$ cat src/rtl/txtrig_pkg.sv
package txtrig_pkg;
    typedef enum logic [1:0] {
        PH_IDLE  = 2'd0,
        PH_SNAP  = 2'd1,
        PH_APPLY = 2'd2
    } phase_e;

    typedef enum logic [1:0] {
        OP_NONE = 2'd0,
        OP_INC  = 2'd1,
        OP_DEC  = 2'd2
    } op_e;
endpackage

$ cat src/rtl/txtrig_req_arb.sv
// Picks the single action taken by an idle controller in a cycle.
// Writes beat strobes; the increase strobe beats the decrease strobe.
module txtrig_req_arb
    import txtrig_pkg::*;
(
    input  logic idle,
    input  logic wr_en,
    input  logic inc_req,
    input  logic dec_req,
    output logic take_wr,
    output op_e  op
);
    always_comb begin
        take_wr = idle && wr_en;
        op      = OP_NONE;
        if (idle && !wr_en) begin
            if (inc_req) begin
                op = OP_INC;
            end else if (dec_req) begin
                op = OP_DEC;
            end
        end
    end
endmodule

$ cat src/rtl/txtrig_wr_clamp.sv
// Forces a software-written level into the legal window.
module txtrig_wr_clamp #(
    parameter int LVL_W   = 6,
    parameter int LVL_MIN = 1,
    parameter int LVL_MAX = 63
) (
    input  logic [LVL_W-1:0] raw,
    output logic [LVL_W-1:0] legal
);
    localparam logic [LVL_W-1:0] MIN_L = LVL_W'(LVL_MIN);
    localparam logic [LVL_W-1:0] MAX_L = LVL_W'(LVL_MAX);

    always_comb begin
        if (raw < MIN_L) begin
            legal = MIN_L;
        end else if (raw > MAX_L) begin
            legal = MAX_L;
        end else begin
            legal = raw;
        end
    end
endmodule

$ cat src/rtl/txtrig_level_step.sv
// Computes the next level for an adjustment and whether it succeeds.
module txtrig_level_step
    import txtrig_pkg::*;
#(
    parameter int LVL_W   = 6,
    parameter int LVL_MIN = 1,
    parameter int LVL_MAX = 63
) (
    input  op_e              op,
    input  logic [LVL_W-1:0] cur,
    output logic [LVL_W-1:0] nxt,
    output logic             ok
);
    localparam logic [LVL_W-1:0] MIN_L = LVL_W'(LVL_MIN);
    localparam logic [LVL_W-1:0] MAX_L = LVL_W'(LVL_MAX);
    localparam logic [LVL_W-1:0] ONE_L = LVL_W'(1);

    logic [LVL_W-1:0] gap;
    logic [LVL_W-1:0] grown;

    always_comb begin
        gap   = (cur < MAX_L) ? (MAX_L - cur) : '0;
        grown = cur + (gap >> 1);
    end

    always_comb begin
        nxt = cur;
        ok  = 1'b0;
        case (op)
            OP_INC: begin
                nxt = grown;
                ok  = (grown != cur);
            end
            OP_DEC: begin
                if (cur > MIN_L) begin
                    nxt = cur - ONE_L;
                    ok  = 1'b1;
                end
            end
            default: begin
                nxt = cur;
                ok  = 1'b0;
            end
        endcase
    end
endmodule

$ cat src/rtl/txtrig_ctrl.sv
module txtrig_ctrl
    import txtrig_pkg::*;
#(
    parameter int LVL_W     = 6,
    parameter int LVL_MIN   = 1,
    parameter int LVL_MAX   = 63,
    parameter int UNIT_LOG2 = 6
) (
    input  logic                       clk,
    input  logic                       rst_n,
    input  logic                       cfg_wr_en,
    input  logic [LVL_W-1:0]           cfg_wr_level,
    output logic [LVL_W-1:0]           cfg_rd_level,
    output logic [LVL_W+UNIT_LOG2-1:0] thresh_bytes,
    input  logic                       underrun_inc,
    input  logic                       shrink_dec,
    output logic                       upd_done,
    output logic                       upd_ok,
    output logic                       irq_block
);
    localparam logic [LVL_W-1:0] RST_LVL = LVL_W'(LVL_MIN);

    typedef struct packed {
        phase_e           phase;
        op_e              op;
        logic [LVL_W-1:0] level;
        logic [LVL_W-1:0] snap;
        logic             done;
        logic             ok;
    } state_t;

    state_t st_d, st_q;

    logic             take_wr;
    op_e              new_op;
    logic [LVL_W-1:0] wr_legal;
    logic [LVL_W-1:0] step_lvl;
    logic             step_ok;

    txtrig_req_arb u_arb (
        .idle    (st_q.phase == PH_IDLE),
        .wr_en   (cfg_wr_en),
        .inc_req (underrun_inc),
        .dec_req (shrink_dec),
        .take_wr (take_wr),
        .op      (new_op)
    );

    txtrig_wr_clamp #(
        .LVL_W   (LVL_W),
        .LVL_MIN (LVL_MIN),
        .LVL_MAX (LVL_MAX)
    ) u_clamp (
        .raw   (cfg_wr_level),
        .legal (wr_legal)
    );

    txtrig_level_step #(
        .LVL_W   (LVL_W),
        .LVL_MIN (LVL_MIN),
        .LVL_MAX (LVL_MAX)
    ) u_step (
        .op  (st_q.op),
        .cur (st_q.snap),
        .nxt (step_lvl),
        .ok  (step_ok)
    );

    always_comb begin
        st_d      = st_q;
        st_d.done = 1'b0;
        case (st_q.phase)
            PH_IDLE: begin
                if (take_wr) begin
                    st_d.level = wr_legal;
                end else if (new_op != OP_NONE) begin
                    st_d.op    = new_op;
                    st_d.phase = PH_SNAP;
                end
            end
            PH_SNAP: begin
                st_d.snap  = st_q.level;
                st_d.phase = PH_APPLY;
            end
            PH_APPLY: begin
                st_d.level = step_lvl;
                st_d.ok    = step_ok;
                st_d.done  = 1'b1;
                st_d.op    = OP_NONE;
                st_d.phase = PH_IDLE;
            end
            default: begin
                st_d.phase = PH_IDLE;
            end
        endcase
    end

    always_ff @(posedge clk or negedge rst_n) begin
        if (!rst_n) begin
            st_q.phase <= PH_IDLE;
            st_q.op    <= OP_NONE;
            st_q.level <= RST_LVL;
            st_q.snap  <= RST_LVL;
            st_q.done  <= 1'b0;
            st_q.ok    <= 1'b0;
        end else begin
            st_q <= st_d;
        end
    end

    assign cfg_rd_level = st_q.level;
    assign thresh_bytes = {st_q.level, {UNIT_LOG2{1'b0}}};
    assign upd_done     = st_q.done;
    assign upd_ok       = st_q.ok;
    assign irq_block    = (st_q.phase != PH_IDLE);
endmodule

$ cat config.mk
export PLATFORM = sky130hd
export DESIGN_NAME = txtrig_ctrl
export DESIGN_NICKNAME = d
export VERILOG_FILES = /design/src/rtl/txtrig_pkg.sv /design/src/rtl/txtrig_req_arb.sv /design/src/rtl/txtrig_wr_clamp.sv /design/src/rtl/txtrig_level_step.sv /design/src/rtl/txtrig_ctrl.sv
export SDC_FILE = /design/constraint.sdc
export NUM_CORES = 1
export LEC_CHECK = 0
export ABC_AREA = 1
export BUFFER_PORTS_ARGS = -buffer_cell sky130_fd_sc_hd__buf_2
export CORE_MARGIN = 2
export CORE_UTILIZATION = 50
export CTS_CLUSTER_DIAMETER = 150
export DETAILED_ROUTE_END_ITERATION = 12
export HOLD_SLACK_MARGIN = 0.12
export PLACE_DENSITY = 0.87
export SYNTH_ARGS = -nofsm -noshare
export SYNTH_HDL_FRONTEND = slang
export SYNTH_SLANG_ARGS = --single-unit
$ cat constraint.sdc
create_clock -name clk -period 2.1 [get_ports clk]
set_clock_uncertainty 0.1 [all_clocks]
set_input_delay 0.105 -clock clk [delete_from_list [all_inputs] [get_ports clk]]
set_output_delay 0.105 -clock clk [all_outputs]
set_load 0.01 [all_outputs]
==> results of run 1 <==
## Yosys cell counts (2+ instances only)
cell     count  area, um^2
nand2_1     63         236
inv_1       30         113
nand3_1     24         120
buf_4       18         135
nor2_1      17        63.8
dfrtp_1     16         400
ha_1        13         163
a21oi_1     12        60.1
o21ai_0     10        50.1
inv_2        8        30.0
a22oi_1      2        15.0
dfstp_2      2        52.6
nor2_2       2        12.5
nor3_1       2        10.0
o21ai_1      2        10.0
## metrics by stage
stage	std cells	util, %	TNS [ns]	power, mW
finish	321	65.2	-0.411	2.76
global route	321	65.2	-1.19	3.03
CTS	320	63.6	-0.373	2.63
detailed placement	306	57.9	-0.310	2.30
global placement	306	57.9	-0.203	2.24
floorplan	240	-	-0.120	1.79
## sequential cells by signal (all words and copies together), names as in the netlist
signal and cells:
st_q 10, cfg_rd_level 6, upd_done 1, upd_ok 1
## worst max-delay path, stage by stage (launching register included)
cell,delay (ns)
dfstp_2,0.59
ha_4,0.14
nand3_2,0.09
nand2_2,0.07
inv_2,0.05
fa_2,0.57
xnor2_1,0.11
nand2_1,0.06
nor2_1,0.08
nand2_1,0.05
nor2_1,0.08
nand2_1,0.05
nand2_1,0.05
nand2_1,0.05
nand2_1,0.05
nand2_1,0.05
## how the worst max path moves through the flow
stage / endpoint / slack (ns) / depth (start not counted)
floorplan: upd_ok$_DFFE_PN0P_ / -0.12 / 15
global placement: upd_ok$_DFFE_PN0P_ / -0.12 / 15
detailed placement: upd_ok$_DFFE_PN0P_ / -0.16 / 15
CTS: upd_ok$_DFFE_PN0P_ / -0.19 / 15
global route: upd_ok$_DFFE_PN0P_ / -0.41 / 15
finish: upd_ok$_DFFE_PN0P_ / -0.23 / 15
## layout by cell type, fill, tap and decap left out, types with 3 or more instances in the layout
cell type and n:
clkbuf_4 3, dlygate4sd3_1 10, nor2_2 4, buf_4 18
nand3_1 20, dfrtp_1 16, conb_1 6, nor2_1 15
ha_1 11, inv_1 28, o21ai_0 9, inv_2 10
a21oi_1 11, nand3_2 4, buf_2 25, nand2_1 57
nand2_2 6
## final cells by class
cell class | instances | area share, %
clock buffers | 4 | 1.82
inverters | 38 | 7.17
multi-input cells | 164 | 47.4
repair buffers | 53 | 18.1
well taps | 44 | 2.77
flip-flops and latches | 18 | 22.8
## routing by layer
layer | part of all wire [%] | vias to the layer above | global-route usage [%]
met3 | 6.3 | 11 | 4.05
met5 | 0 | - | 0
li1 | - | 800 | -
met2 | 51 | 62 | 40.2
met4 | 1.2 | 0 | 3.42
met1 | 41 | 765 | 31.1
## cells by family after synthesis
kind of cell,synth area share [%]
buffers and inverters,18.4
AO/OA/AOI/OAI,11.4
XOR/XNOR,1.10
adder cells (fa/ha/maj),11.5
AND/OR/NAND/NOR,28.9
other,0.236
flip-flops,28.5
## repair_timing
item | in CTS | in global routing
cloned | 0 | 0
hold buffers | 10 | 0
hold endpoints to repair | 26 | 0
setup endpoints to repair | 4 | 9
pin swaps | 3 | 14
gates resized for setup | 8 | 15
setup buffers | 0 | 1
## report_power, final
part,switching [mW],leakage (nW),internal (mW)
clock,0.118,0.0210,0.106
combinational,1.16,0.833,0.828
sequential,0.0845,0.218,0.460
==> results.yml, run 1 <==
yosys:
  netlist_area_um2: 1590
  ys_ff_latch: 18
  synth_cell_types: 29
  yosysWarnings: 0
  synth_edf_count: 0
  ys.flop_type: "dfrtp_1"
  async_flop_share_pct: 100
  syn_area_per_cell_um2: 6.77
  syn_inst: 235
  yosysSeqAreaShare_pct: 28.5
placed_design:
  placed_area_um2: 1770
  dp_slack_ns: -0.158
  dp_hpwl_um: 2980
  numPortBuffers: 25
  place_congestion: 0.912
sta:
  grt_setup_unrepaired: "yes"
  layout_setup_ws_ns: -0.233
  hold_viol: 0
  finalCriticalPeriod_ns: 2.33
  fin_crit_sh_pct: 111
  slew_violations: 0
  worst_hold_slack_ns: 0.156
  max_freq_mhz: 429
  setup_violations: 3
clocking:
  clock_latency_ns: 0.31
  h-tree-depth: 1
  cts_sinks: 18
  cts_max_path_buffers: 2
  clk_pin_slew_ns: 0.11
  cts_buffers: 3
  cts_tree: "built"
  root_buffer: "clkbuf_4"
worst_setup_path:
  crit_path_start_kind: "flop"
  timing.rr.end: "upd_ok$_DFFE_PN0P_"
  cp_max_fo: 2
  required_ns: 2.21
  cp-end-kind: "flop"
  rr_startpoint: "st_q[2]$_DFFE_PN1N_"
  regToRegSetupSlack_ns: -0.23
  worstPathArrival_ns: 2.44
  reg2regPathDepth: 15
  cp-startpoint: "st_q[2]$_DFFE_PN1N_"
  path_class: "flop to flop"
route:
  post-route-drc-count: 0
  firstDrtPassIters: 4
  wire_per_inst_um: 12.8
  vias: 1638
  routed_via_density: 5.10
  first_iter_violations: 129
  routed_wl_um: 4120
  ant_nets: 0
power:
  p_per_area_nw_per_um2: 1390
  ir_drop_mv: 0.662
  leakage_nw: 1.07
floorplanning:
  die_y_um: 60.4
  design.die.area_um2: 3650
  initial_core_util_pct: 52.1
  ios: 32
  std_cell_rows: 20
  fp.dieW_um: 60.4
  core-area_um2: 3050
final_layout:
  num-fill-cells: 270
  fin_nets: 303
  multi_input_area_um2: 943
  diodes: 0
  register_area_um2: 453
  final_area_um2: 1990
  area_growth_pct: 25.1
  drive_gt1_share_pct: 29.2
global_route:
  antenna_found_initial: 0
  grt_usage_pct: 23.2
  overflow: 0
  grt_max_degree: 19
  grt_pass1_wl_um: 6260
  grt_pass1_vias: 1401
job:
  cap_violations: 0
status:
  violations: "negative setup slack"
  status: "finished with violations"
worst_hold_path:
  hold_path_class: "primary input to asynchronous set/reset pin"
(Power assumes the default switching activity.)
==> run 2: changes to the inputs <==
--- a/config.mk
+++ b/config.mk
@@ -7,12 +7,14 @@
 export LEC_CHECK = 0
 export ABC_AREA = 1
 export BUFFER_PORTS_ARGS = -buffer_cell sky130_fd_sc_hd__buf_2
+export CAP_MARGIN = 10
 export CORE_MARGIN = 2
 export CORE_UTILIZATION = 50
 export CTS_CLUSTER_DIAMETER = 150
 export DETAILED_ROUTE_END_ITERATION = 12
 export HOLD_SLACK_MARGIN = 0.12
-export PLACE_DENSITY = 0.87
+export PLACE_DENSITY = 0.86
 export SYNTH_ARGS = -nofsm -noshare
 export SYNTH_HDL_FRONTEND = slang
+export SYNTH_HIERARCHICAL = 1
 export SYNTH_SLANG_ARGS = --single-unit
==> results.yml, run 2 <==
route:
  post-route-drc-count: 0
  ant_nets: 0
  wire_per_inst_um: 13.1
  routed_wl_um: 4510
  first_iter_violations: 146
  firstDrtPassIters: 4
  vias: 1733
  routed_via_density: 5.04
clocking:
  clock_latency_ns: 0.30
  root_buffer: "clkbuf_4"
  cts_max_path_buffers: 2
  cts_sinks: 18
  clk_pin_slew_ns: 0.11
  cts_tree: "built"
  h-tree-depth: 1
  cts_buffers: 3
final_layout:
  fin_nets: 326
  layout_common_cells: "98 x nand2_1, 25 x buf_2, 18 x inv_1, 18 x nand3_1, 18 x buf_4"
  diodes: 0
  largest_register_ffs: 10
  final_common_cell: "nand2_1"
  area_growth_pct: 27.2
  drive_gt1_share_pct: 29.9
  regMostFlops: "st_q"
  final_core_util_pct: 65.8
placed_design:
  dp_slack_ns: -0.0619
  place_congestion: 0.962
  dp_hpwl_um: 2990
  numPortBuffers: 25
global_route:
  grt_max_degree: 19
  antenna_found_initial: 0
  grt_usage_pct: 21.5
  grt_pass1_vias: 1672
  grt_pass1_wl_um: 6820
  overflow: 0
floorplanning:
  design.die.area_um2: 3910
  die_y_um: 62.5
  fp.dieW_um: 62.5
  ios: 32
  std_cell_rows: 21
  initial_core_util_pct: 51.7
  core-area_um2: 3310
status:
  violations: "negative setup slack"
  status: "finished with violations"
yosys:
  syn_inst: 255
  syn_area_per_cell_um2: 6.71
  ys_ff_latch: 18
  yosysSeqAreaShare_pct: 26.5
  synth_cell_types: 32
  synthTopCellsByArea: "dfrtp_1 23%, nand2_1 22%, ha_1 11%"
  yosysWarnings: 6
  async_flop_share_pct: 100
  netlist_area_um2: 1710
  synthMostInstantiatedCell: "nand2_1"
  synth_edf_count: 0
  yosys.area.top_type_share_pct: 23.4
  yosysTopAreaCell: "dfrtp_1"
  ys.flop_type: "dfrtp_1"
  synthTopCellsByCount: "100 x nand2_1, 22 x inv_1, 19 x nand3_1"
power:
  ir_drop_mv: 0.605
  p_per_area_nw_per_um2: 1490
  leakage_nw: 1.18
sta:
  fin_crit_sh_pct: 101
  grt_setup_unrepaired: "yes"
  hold_viol: 0
  max_freq_mhz: 472
  setup_tns_ns: -0.0168
  finalCriticalPeriod_ns: 2.12
  setup_violations: 1
  slew_violations: 0
  layout_setup_ws_ns: -0.0168
worst_setup_path:
  required_ns: 2.20
  cp-end-kind: "flop"
  worstPathArrival_ns: 2.22
  reg2regPathDepth: 10
  cp_max_fo: 3
  path_class: "flop to flop"
  crit_path_start_kind: "flop"
worst_hold_path:
  hold_path_class: "primary input to asynchronous set/reset pin"
job:
  cap_violations: 0
==> run 2: worst max-delay path, stage by stage, from the launching register on <==
cell,delay (ns)
dfstp_2,0.58
ha_4,0.15
fa_1,0.43
xnor2_1,0.16
nand2_1,0.07
nor2_1,0.11
nand3_1,0.11
o21bai_2,0.14
a21oi_2,0.06
nand2_1,0.07
nand2_1,0.04
==> run 2: routing by layer <==
layer | vias up | wire [um] | GRT usage, %
met4 | 0 | 152 | 6.67
li1 | 850 | - | -
met3 | 16 | 279 | 4.68
met1 | 799 | 1760 | 24.4
met2 | 68 | 2320 | 39.9
met5 | - | 0 | 0
==> run 2: through the flow <==
| step | std cells | total power [mW] | hold WS [ns] | area (um^2) |
|---|---|---|---|---|
| after global placement | 319 | 2.46 | -0.0343 | 1850 |
| after CTS | 336 | 2.79 | 0.142 | 2020 |
| after detailed placement | 319 | 2.53 | -0.0372 | 1850 |
| after floorplan | 260 | 2.12 | -0.291 | 1740 |
| after global routing | 344 | 3.51 | 0.170 | 2180 |
| final | 344 | 3.25 | 0.148 | 2180 |
==> run 2: repair_timing <==
item / 4_1_cts / 5_1_grt
buffers inserted: 1 / 8
pin swaps: 5 / 12
hold buffers: 12 / 1
endpoints found under the setup margin: 2 / 8
resized for setup: 0 / 23
endpoints found under the hold margin: 26 / 1
==> run 2: worst paths after layout <==
kind                                              from                           to  slack, ns
setup / recovery                   st_q[2]$_DFFE_PN1N_           upd_ok$_DFFE_PN0N_      -0.02
hold / removal                                   rst_n          st_q[6]$_DFFE_PN0N_       0.15
setup reg to reg                   st_q[2]$_DFFE_PN1N_           upd_ok$_DFFE_PN0N_      -0.02
hold reg to reg            cfg_rd_level[0]$_DFFE_PN1P_  cfg_rd_level[0]$_DFFE_PN1P_       0.40
max in group asynchronous                        rst_n          st_q[2]$_DFFE_PN1N_       1.41
min in group clk           cfg_rd_level[0]$_DFFE_PN1P_  cfg_rd_level[0]$_DFFE_PN1P_       0.40
==> run 2: where the power goes <==
part	internal, mW	total (mW)	switching (mW)
Clock	0.106	0.220	0.115
Sequential	0.481	0.589	0.109
Combinational	1.02	2.44	1.42
==> run 2: cell type report <==
class,instances,area [um^2]
timing repair buffer,57,403
clock buffer,4,36.3
tap,46,57.6
sequential,18,453
fill,265,1130
multi-input combinational,189,1100
inverter,30,123
==> run 2: kinds of logic (layout without fill, tap and decap cells) <==
logic type,after synthesis,after routing,share of synthesized area [%]
compound gates,21,21,7.82
xor+xnor,2,2,1.02
fa+ha+maj,16,16,12.1
buf+inv,53,91,15.9
flops,18,18,26.5
other cells,1,6,0.219
simple gates,144,144,36.5
==> run 3: changes to the inputs <==
--- a/config.mk
+++ b/config.mk
@@ -10,10 +10,12 @@
 export CAP_MARGIN = 10
 export CORE_MARGIN = 2
 export CORE_UTILIZATION = 50
-export CTS_CLUSTER_DIAMETER = 150
+export CTS_CLUSTER_DIAMETER = 40
 export DETAILED_ROUTE_END_ITERATION = 12
 export HOLD_SLACK_MARGIN = 0.12
 export PLACE_DENSITY = 0.86
+export SETUP_SLACK_MARGIN = 0.2
+export SKIP_LAST_GASP = 1
 export SYNTH_ARGS = -nofsm -noshare
 export SYNTH_HDL_FRONTEND = slang
 export SYNTH_HIERARCHICAL = 1
==> results.yml, run 3 (same netlist as run 2, synthesis figures left out) <==
floorplanning:
  std_cell_rows: 21
  die_y_um: 62.5
  initial_core_util_pct: 51.7
  fp.dieW_um: 62.5
  ios: 32
  core-area_um2: 3310
  design.die.area_um2: 3910
route:
  vias: 1753
  firstDrtPassIters: 5
  routed_wl_um: 4360
  ant_nets: 0
  first_iter_violations: 148
  wire_per_inst_um: 12.8
  post-route-drc-count: 0
  routed_via_density: 5.16
global_route:
  overflow: 0
  grt_usage_pct: 22.2
  grt_pass1_vias: 1688
  grt_pass1_wl_um: 7110
  antenna_found_initial: 0
  grt_max_degree: 19
sta:
  setup_tns_ns: 0
  setup_violations: 0
  grt_setup_unrepaired: "yes"
  hold_viol: 0
  layout_setup_ws_ns: 0.0225
  max_freq_mhz: 481
  fin_crit_sh_pct: 98.9
  finalCriticalPeriod_ns: 2.08
  slew_violations: 0
final_layout:
  area_growth_pct: 23.2
  regMostFlops: "st_q"
  final_area_um2: 2110
  drive_gt1_share_pct: 29.9
  fin_nets: 322
  diodes: 0
  largest_register_ffs: 10
  final_common_cell: "nand2_1"
  layout_common_cells: "99 x nand2_1, 25 x buf_2, 17 x inv_1, 17 x buf_4"
placed_design:
  placed_area_um2: 1840
  dp_slack_ns: 0.0176
  numPortBuffers: 25
  place_congestion: 0.916
  dp_hpwl_um: 2960
clocking:
  cts_buffers: 3
  clk_pin_slew_ns: 0.12
  clock_latency_ns: 0.31
  cts_tree: "built"
  h-tree-depth: 1
  root_buffer: "clkbuf_4"
  cts_max_path_buffers: 2
  cts_sinks: 18
job:
  cap_violations: 0
worst_setup_path:
  crit_path_start_kind: "flop"
  worstPathArrival_ns: 2.20
  timing.rr.end: "upd_ok$_DFFE_PN0N_"
  cp_max_fo: 4
  path_class: "flop to flop"
  cp-end-kind: "flop"
  regToRegSetupSlack_ns: 0.02
  reg2regPathDepth: 10
  required_ns: 2.22
  rr_startpoint: "st_q[2]$_DFFE_PN1N_"
power:
  p_per_area_nw_per_um2: 1460
  total_power_mw: 3.08
  leakage_nw: 1.15
  ir_drop_mv: 0.561
worst_hold_path:
  hold_path_class: "primary input to asynchronous set/reset pin"
status:
  status: "finished, final reports clean"
==> run 3: stage by stage <==
stage / util, % / cells / hold WS (ns)
2_1_floorplan: - / 260 / -0.291
6_report: 63.7 / 340 / 0.140
5_1_grt: 63.7 / 340 / 0.177
3_5_place_dp: 55.7 / 317 / -0.0359
4_1_cts: 61.9 / 338 / 0.163
3_3_place_gp: 55.7 / 317 / -0.0411
==> run 3: worst max-delay path by stage <==
stage | cells after the start | startpoint | to
after floorplan | 11 | st_q[3]$_DFFE_PN0N_ | upd_ok$_DFFE_PN0N_
after global placement | 12 | st_q[2]$_DFFE_PN1N_ | upd_ok$_DFFE_PN0N_
after detailed placement | 10 | st_q[2]$_DFFE_PN1N_ | upd_ok$_DFFE_PN0N_
after CTS | 13 | st_q[3]$_DFFE_PN0N_ | upd_ok$_DFFE_PN0N_
after global routing | 10 | st_q[2]$_DFFE_PN1N_ | upd_ok$_DFFE_PN0N_
final | 10 | st_q[2]$_DFFE_PN1N_ | upd_ok$_DFFE_PN0N_
==> run 3: layout make-up <==
class	instances	area (um^2)
flip-flops and latches	18	453
repair buffers	53	363
inverters	30	118
multi-input cells	189	1090
clock buffers	4	26.3
well taps	46	57.6
fillers	270	1200
==> run 3: routing by layer <==
metal	global-route usage [%]	vias up	wire, um
met5	0	-	0
met4	9.72	0	173
met3	3.96	24	307
met2	40.1	95	2190
met1	25.4	783	1690
li1	-	851	-
==> run 3: worst max-delay path, stage by stage (launching register included) <==
cell,delay (ns)
dfstp_2,0.58
ha_4,0.15
fa_2,0.45
xnor2_1,0.16
nand2_1,0.07
nor2_1,0.10
nand3_1,0.09
o21bai_2,0.14
a21oi_2,0.07
nand2_1,0.06
nand2_1,0.04
==> run 3: timing repair <==
item	in CTS	in global routing
hold endpoints to repair	26	0
pin swaps	4	12
setup buffers	5	3
hold buffers	12	0
endpoints found under the setup margin	7	9
gates resized for setup	8	9
==> run 3: power breakdown <==
part / internal (mW) / switching (mW) / total, mW
Clock: 0.0741 / 0.115 / 0.189
Combinational: 0.954 / 1.34 / 2.29
Sequential: 0.481 / 0.113 / 0.594
Total: 1.51 / 1.57 / 3.08
